### src/rtl/tri_rate_timer_pkg.sv
package tri_rate_timer_pkg;
  typedef enum logic [1:0] {
    SEL_MODE   = 2'd0,
    SEL_CNT_LO = 2'd1,
    SEL_CNT_HI = 2'd2,
    SEL_NONE   = 2'd3
  } reg_sel_e;

  typedef enum logic {
    MODE_GATED = 1'b0,
    MODE_RATE  = 1'b1
  } chan_mode_e;
endpackage

### src/rtl/rate_cnt.sv
module rate_cnt #(
  parameter int CW = 16
) (
  input  logic          clk,
  input  logic          rst_n,
  input  logic          load,
  input  logic          dec,
  input  logic [CW-1:0] reload_val,
  output logic          one_nxt
);
  localparam logic [CW-1:0] ONE = CW'(1);

  logic [CW-1:0] cnt_q, cnt_d;

  always_comb begin
    cnt_d = cnt_q;
    if (load) begin
      cnt_d = reload_val;
    end else if (dec) begin
      if (cnt_q == ONE) cnt_d = reload_val;
      else              cnt_d = cnt_q - ONE;
    end
  end

  assign one_nxt = (cnt_d == ONE);

  always_ff @(posedge clk or negedge rst_n) begin
    if (!rst_n) cnt_q <= '0;
    else        cnt_q <= cnt_d;
  end
endmodule

### src/rtl/rate_chan.sv
module rate_chan
  import tri_rate_timer_pkg::*;
#(
  parameter int BYTE_W = 8
) (
  input  logic              clk,
  input  logic              rst_n,
  input  logic              tick,
  input  logic              wr,
  input  reg_sel_e          sel,
  input  logic [BYTE_W-1:0] wdata,
  output logic              out
);
  localparam int CW = 2 * BYTE_W;

  chan_mode_e        mode_q, mode_d;
  logic [BYTE_W-1:0] lo_q, lo_d;
  logic              lo_ok_q, lo_ok_d;
  logic [CW-1:0]     rel_q, rel_d;
  logic              pend_q, pend_d;
  logic              run_q, run_d;
  logic              out_q, out_d;
  logic              cnt_load, cnt_dec, cnt_one_nxt;
  logic              wr_mode, wr_lo, wr_hi;

  assign wr_mode = wr && (sel == SEL_MODE);
  assign wr_lo   = wr && (sel == SEL_CNT_LO);
  assign wr_hi   = wr && (sel == SEL_CNT_HI) && lo_ok_q;

  always_comb begin
    mode_d   = mode_q;
    lo_d     = lo_q;
    lo_ok_d  = lo_ok_q;
    rel_d    = rel_q;
    pend_d   = pend_q;
    run_d    = run_q;
    cnt_load = 1'b0;
    cnt_dec  = 1'b0;
    if (wr_mode) begin
      mode_d  = chan_mode_e'(wdata[0]);
      lo_ok_d = 1'b0;
      pend_d  = 1'b0;
      run_d   = 1'b0;
    end else if (wr_hi) begin
      rel_d   = {wdata, lo_q};
      lo_ok_d = 1'b0;
      pend_d  = (mode_q == MODE_RATE);
      run_d   = 1'b0;
    end else begin
      if (wr_lo) begin
        lo_d    = wdata;
        lo_ok_d = 1'b1;
      end
      if (tick) begin
        if (pend_q) begin
          cnt_load = 1'b1;
          pend_d   = 1'b0;
          run_d    = 1'b1;
        end else if (run_q) begin
          cnt_dec = 1'b1;
        end
      end
    end
  end

  rate_cnt #(.CW(CW)) u_cnt (
    .clk        (clk),
    .rst_n      (rst_n),
    .load       (cnt_load),
    .dec        (cnt_dec),
    .reload_val (rel_q),
    .one_nxt    (cnt_one_nxt)
  );

  assign out_d = ~(run_d & cnt_one_nxt);

  always_ff @(posedge clk or negedge rst_n) begin
    if (!rst_n) begin
      mode_q  <= MODE_GATED;
      lo_q    <= '0;
      lo_ok_q <= 1'b0;
      rel_q   <= '0;
      pend_q  <= 1'b0;
      run_q   <= 1'b0;
      out_q   <= 1'b1;
    end else begin
      mode_q  <= mode_d;
      lo_q    <= lo_d;
      lo_ok_q <= lo_ok_d;
      rel_q   <= rel_d;
      pend_q  <= pend_d;
      run_q   <= run_d;
      out_q   <= out_d;
    end
  end

  assign out = out_q;
endmodule

### src/rtl/tri_rate_timer.sv
module tri_rate_timer
  import tri_rate_timer_pkg::*;
#(
  parameter int N_CH   = 3,
  parameter int BYTE_W = 8
) (
  input  logic              clk,
  input  logic              rst_n,
  input  logic              tick_en,
  input  logic [N_CH-1:0]   wr_en,
  input  logic [1:0]        wr_sel,
  input  logic [BYTE_W-1:0] wr_data,
  output logic [N_CH-1:0]   tmr_out
);
  reg_sel_e sel_e;
  assign sel_e = reg_sel_e'(wr_sel);

  for (genvar g = 0; g < N_CH; g++) begin : g_ch
    rate_chan #(.BYTE_W(BYTE_W)) u_chan (
      .clk   (clk),
      .rst_n (rst_n),
      .tick  (tick_en),
      .wr    (wr_en[g]),
      .sel   (sel_e),
      .wdata (wr_data),
      .out   (tmr_out[g])
    );
  end
endmodule

### config.mk
export PLATFORM = sky130hd
export DESIGN_NAME = tri_rate_timer
export DESIGN_NICKNAME = d
export VERILOG_FILES = /design/src/rtl/tri_rate_timer_pkg.sv /design/src/rtl/rate_cnt.sv /design/src/rtl/rate_chan.sv /design/src/rtl/tri_rate_timer.sv
export SDC_FILE = /design/constraint.sdc
export NUM_CORES = 1
export LEC_CHECK = 0
export BUFFER_PORTS_ARGS = -buffer_cell sky130_fd_sc_hd__buf_2
export CAP_MARGIN = 20
export CORE_MARGIN = 3
export CORE_UTILIZATION = 50
export CTS_CLUSTER_DIAMETER = 120
export CTS_CLUSTER_SIZE = 20
export DETAILED_ROUTE_END_ITERATION = 12
export PLACE_DENSITY = 0.78
export SYNTH_ARGS = -nofsm -noshare
export SYNTH_HDL_FRONTEND = slang
export SYNTH_SLANG_ARGS = --single-unit
### constraint.sdc
create_clock -name clk -period 5.25 [get_ports clk]
set_clock_uncertainty 0.2 [all_clocks]
set_input_delay 0.2625 -clock clk [delete_from_list [all_inputs] [get_ports clk]]
set_output_delay 0.2625 -clock clk [all_outputs]
set_load 0.005 [all_outputs]
Word level (Yosys, flattened, before mapping)
Cells that the tools add are included.
{"block": "totals", "word_cells": 136, "out_inout_bits": 3, "in_bits": 16, "reg_bits": 135}
{"block": "classes", "addsub": 3, "n_eq_ne": 8, "bitwise": 12, "n_mux": 64, "reduce_logical": 25}
{"cell": "16-bit two-way mux", "count": 9}
{"cell": "16-bit by 1-bit equality test with 1-bit output, second input constant", "count": 6}
{"cell": "1-bit two-way mux", "count": 55}
{"cell": "16-bit by 1-bit subtractor with 16-bit output, second input constant", "count": 3}
{"cell": "3-bit nonzero test", "count": 6}
{"cell": "1-bit logical AND", "count": 12}
{"cell": "1-bit inverter", "count": 9}
{"cell": "3-bit AND reduction", "count": 3}
{"cell": "2-bit AND reduction", "count": 3}
{"cell": "1-bit bitwise AND", "count": 3}
{"cell": "2-bit by 1-bit equality test with 1-bit output, second input constant", "count": 1}
{"cell": "2-bit equality test, second input constant", "count": 1}
{"cell": "2-bit zero test", "count": 1}

Logic depth before layout (Yosys ltp)
{"block": "logic_depth", "ltp_word": 10, "mapped_depth": 10}

Cells and area by module
From an unflattened synthesis, not the netlist that was laid out.
{"block": "hier_totals", "cells_unflattened": 630, "hier_area_um2": 7195.7}
{"module": "rate_chan", "cells_per_inst": 72, "area_per_inst_um2": 1167.4, "seq_area_each_um2": 726.9, "n_inst": 3}
{"module": "rate_cnt (g_ch[1].u_chan.u_cnt ...)", "cells_per_inst": 134, "area_per_inst_um2": 1224.9, "seq_area_each_um2": 400.4, "n_inst": 2}
{"module": "rate_cnt (g_ch[0].u_chan.u_cnt)", "cells_per_inst": 146, "area_per_inst_um2": 1243.7, "seq_area_each_um2": 400.4, "n_inst": 1}

Least setup slack after synthesis
Ideal clock, no wire load.
{"block": "synth_path", "kind": "register to register", "from": "register g_ch[0].u_chan.u_cnt.cnt_q[0]", "to": "register g_ch[0].u_chan.out_q", "path_buffers": 0, "path_stages_with_launch": 10, "t_arrival_ps": 3409, "setup_time_ps": 94, "slack_ps": 1547, "path_cell_list": "dfrtp_1 -> inv_1 -> ha_1 -> or4b_2 -> nor4_1 -> or4b_2 -> xor2_1 -> o21ai_1 -> or4_1 -> or4_1"}
{"block": "synth_between", "elab_chain_len": 7}
{"item": "from (decl)", "line": "rate_cnt.sv:13", "text": "logic [CW-1:0] cnt_q, cnt_d;"}
{"item": "from (signal assigned)", "line": "rate_cnt.sv:29", "text": "else cnt_q <= cnt_d;"}
{"item": "16-bit by 1-bit subtractor with 16-bit output / 16-bit by 1-bit equality test with 1-bit output (equally long branches)", "line": "rate_cnt.sv:21, rate_cnt.sv:20"}
{"item": "16-bit two-way mux *", "line": "rate_cnt.sv:20", "text": "if (cnt_q == ONE) cnt_d = reload_val;"}
{"item": "16-bit two-way mux *", "line": "rate_cnt.sv:19", "text": "end else if (dec) begin"}
{"item": "16-bit two-way mux *", "line": "rate_cnt.sv:17", "text": "if (load) begin"}
{"item": "net g_ch[0].u_chan.u_cnt.cnt_d[14]", "line": "rate_cnt.sv:13"}
{"item": "16-bit by 1-bit equality test with 1-bit output *", "line": "rate_cnt.sv:25", "text": "assign one_nxt = (cnt_d == ONE);"}
{"item": "1-bit bitwise AND *", "line": "rate_chan.sv:75", "text": "assign out_d = ~(run_d & cnt_one_nxt);"}
{"item": "1-bit inverter *", "line": "rate_chan.sv:75"}
{"item": "net g_ch[0].u_chan.out_d", "line": "rate_chan.sv:22", "text": "logic out_q, out_d;"}
{"item": "to (signal assigned)", "line": "rate_chan.sv:93", "text": "out_q <= out_d;"}
{"item": "to (decl)", "line": "rate_chan.sv:22"}
The timed path passes the listed nets; every way through them passes the cells marked *.
A chain may end at the register's enable or synchronous reset.

Worst setup path after layout
Ends and elaborated chain as after synthesis.

==> flow_metrics.tcl <==
set metrics [dict create \
    status "completed" \
    max-slew-margin-rel 0.374 \
    firstDrtPassIters 6 \
    critical_path_class "reg2reg" \
    globalplace.congestion 0.987 \
    endpoint_kind "flip-flop" \
    clockBufferDepth 2 \
    hold_violations 0 \
    worstPathArrival_ps 4190 \
    critPathBufInv 1 \
    netlist_area_mm2 0.00674 \
    n_antenna_cell 0 \
    cts.sinks 135 \
    reg2reg_setup_slack_ps 1190 \
    antenna_found_initial 0 \
    peakVddDrop_v 0.000361 \
    ys_seq_area_frac 0.502 \
    ios 19 \
    grt_max_degree 90 \
    synth_cell_types 62 \
    cpPeakStageDelay_ps 670 \
    crit_path_max_fanout 5 \
    path_clk_slew_ps 60 \
    synthesis.nets 649 \
    grt-ovfl-total 0 \
    coreArea_mm2 0.0129 \
    cap_violations 0 \
    async_flop_share 1.00 \
    final_max_slew_viol_count 0 \
    num_vias 5369 \
    ctsResizeCount 0 \
    synthFlopType "dfrtp_1" \
    r2r_end "g_ch[0].u_chan.out$_DFF_PN1_" \
    initialDrtViolationCount 693 \
    period_needed_ps 4060 \
    whs_endpoint "g_ch[0].u_chan.lo_q[3]$_DFFE_PN0P_" \
    cts_tree "done" \
    yosysTopAreaCellShare 0.490 \
    syn_inst 627 \
    fp.dieArea_mm2 0.0149 \
    synth.area.top_cells "dfrtp_1, mux2_2, nand2_1" \
    die_h_um 122 \
    ctsHtreeMaxLevel 4 \
    grt_use_total 0.234 \
    critPathLaunchType "flip-flop" \
    rsz0062_at_grt "no" \
    die_w_um 122 \
    leakage_nw 3.22 \
    reg2reg_depth 9 \
    worstReg2RegStart "g_ch[0].u_chan.u_cnt.cnt_q[0]$_DFF_PN0_" \
    setup_tns_ps 0 \
    dp_hpwl_um 11100 \
    numPortBuffers 18 \
    avgRoutedWirePerCell_um 19.1 \
    holdCritStartpoint "wr_data[3]" \
    max_freq_mhz 247 \
    routed_wl_um 16000 \
    power_density_mw_per_mm2 516 \
    critical-path-slowest-cell "or4b_2" \
    cp_cell_sequence "inv_1, ha_1, or4b_2, nor4_1, or4b_2, xor2_1, o21ai_1, or4_1, or4_1" \
    synth_seq_cells 135 \
    first_global_vias 5279 \
    post-cts-setup-buffer-count 0 \
    grt_pass1_wl_um 27100 \
    yosysTopAreaCell "dfrtp_1" \
    hp-class "in2reg" \
    ant_nets 0 \
    p_total_mw 3.96 \
    drc 0 \
    nets 675 \
    cts_root_buf "clkbuf_16" \
    layout_commonest_cell "dfrtp_1" \
    yosys_warnings 0 \
    drive_above_1_share 0.213 \
    area_delta_synth_final_pct 13.9 \
    initial_utilization 0.523 \
    final_cell_mix "dfrtp_1, mux2_2, nand2_1, nor2_1, a21oi_1" \
    synth-edff-count 0 \
    crit_required_ps 5390 \
    numCtsBuffers 17 \
    fin_crit_sh 0.773 \
    hold_depth 2 \
    crit_family "simple AND/OR/NAND/NOR gates" \
    rows 41 \
    clk-insertion-delay-late_ps 420 \
    drt-vias-per-instance 6.41 \
    avgSynthCellArea_um2 10.7 \
    setup_violations 0 \
    tightestPinTransition_ps 930 \
]
per-stage QoR:
step           instance area [µm²]  std cells  utilization  setup slack, ps  hold slack (ps)
2_1_floorplan                 6740        627            -             1550             -233
3_3_place_gp                  6990        801        0.543             1310              162
3_5_place_dp                  6990        801        0.543             1220              184
4_1_cts                       7680        838        0.596             1220             26.4
5_1_grt                       7680        838        0.596              955             28.5
6_report                      7680        838        0.596             1190             34.7
kinds of logic (layout without fill, tap and decap cells):
kind of cell	Yosys count	after routing	synth area share
xor+xnor	10	10	0.0130
buf+inv	34	73	0.0212
mux	76	76	0.127
flops	135	135	0.502
compound gates	145	145	0.149
simple gates	221	221	0.177
fa+ha+maj	6	6	0.0111
worst max-delay path by stage:
stage / startpoint / end / cells after the start
4_1_cts: g_ch[0].u_chan.u_cnt.cnt_q[0]$_DFF_PN0_ / g_ch[0].u_chan.out$_DFF_PN1_ / 9
5_1_grt: g_ch[0].u_chan.u_cnt.cnt_q[0]$_DFF_PN0_ / g_ch[0].u_chan.out$_DFF_PN1_ / 9
6_report: g_ch[0].u_chan.u_cnt.cnt_q[0]$_DFF_PN0_ / g_ch[0].u_chan.out$_DFF_PN1_ / 9
3_5_place_dp: g_ch[0].u_chan.u_cnt.cnt_q[0]$_DFF_PN0_ / g_ch[0].u_chan.out$_DFF_PN1_ / 9
2_1_floorplan: g_ch[0].u_chan.u_cnt.cnt_q[0]$_DFF_PN0_ / g_ch[0].u_chan.out$_DFF_PN1_ / 9
3_3_place_gp: g_ch[0].u_chan.u_cnt.cnt_q[0]$_DFF_PN0_ / g_ch[0].u_chan.out$_DFF_PN1_ / 9
final cells by class:
cell class                 count  area, µm²
clock buffer                  18        439
clock inverter                14        198
fill                        1041       5200
inverter                      14       52.6
multi-input combinational    458       3210
sequential                   135       3380
tap                          172        215
timing repair buffer          27        176
what timing repair did:
item | 4_1_cts | 5_1_grt
hold buffers | 5 | 0
hold endpoints to repair | 96 | 0
endpoints found under the setup margin | 0 | 0
flip-flops by register name (all words and copies together), names as in the netlist:
signal,flops
g_ch.u_chan.lo_ok_q,3
g_ch.u_chan.lo_q,24
g_ch.u_chan.mode_q,3
g_ch.u_chan.out,3
g_ch.u_chan.pend_q,3
g_ch.u_chan.rel_q,48
g_ch.u_chan.run_q,3
g_ch.u_chan.u_cnt.cnt_q,48
per-layer routing:
| layer | wire, µm | up-vias | global-route usage | share of wire |
|---|---|---|---|---|
| met5 | 0 | - | 0 | 0 |
| met4 | 524 | 0 | 0.103 | 0.033 |
| met3 | 1060 | 49 | 0.0552 | 0.066 |
| met2 | 7360 | 240 | 0.352 | 0.46 |
| met1 | 7080 | 2654 | 0.324 | 0.44 |
| li1 | - | 2426 | - | - |
power breakdown:
| part | switching, mW | internal, mW |
|---|---|---|
| Sequential | 0.316 | 1.38 |
| Clock | 0.469 | 0.810 |
| Combinational | 0.526 | 0.459 |
Yosys cell counts (3+ instances only):
cell       number
a2111oi_0       3
a211oi_1        9
a21o_1          5
a21oi_1        31
a221o_1         6
a2bb2oi_1       3
a31oi_1         9
a32oi_1         3
and2_1          3
and4_1          3
buf_4           4
clkbuf_1       16
dfrtp_1       132
dfstp_2         3
ha_1            6
inv_1          14
mux2_2         75
nand2_1        56
nand2b_1        9
nand3_1        20
nand3b_1        6
nand4_1         5
nand4b_1        3
nor2_1         35
nor2b_1        16
nor3_1         17
nor3b_1         7
nor4_1         13
o211ai_1        9
o21a_1          8
o21ai_0        20
o21ai_1         4
o221ai_1        3
o22ai_1         6
o311ai_0        3
o31ai_1         4
or2_2           3
or3_1           5
or4_1           7
or4_4           3
xnor2_1         5
xor2_1          5
Note: power is estimated with default switching activity, not from simulation.
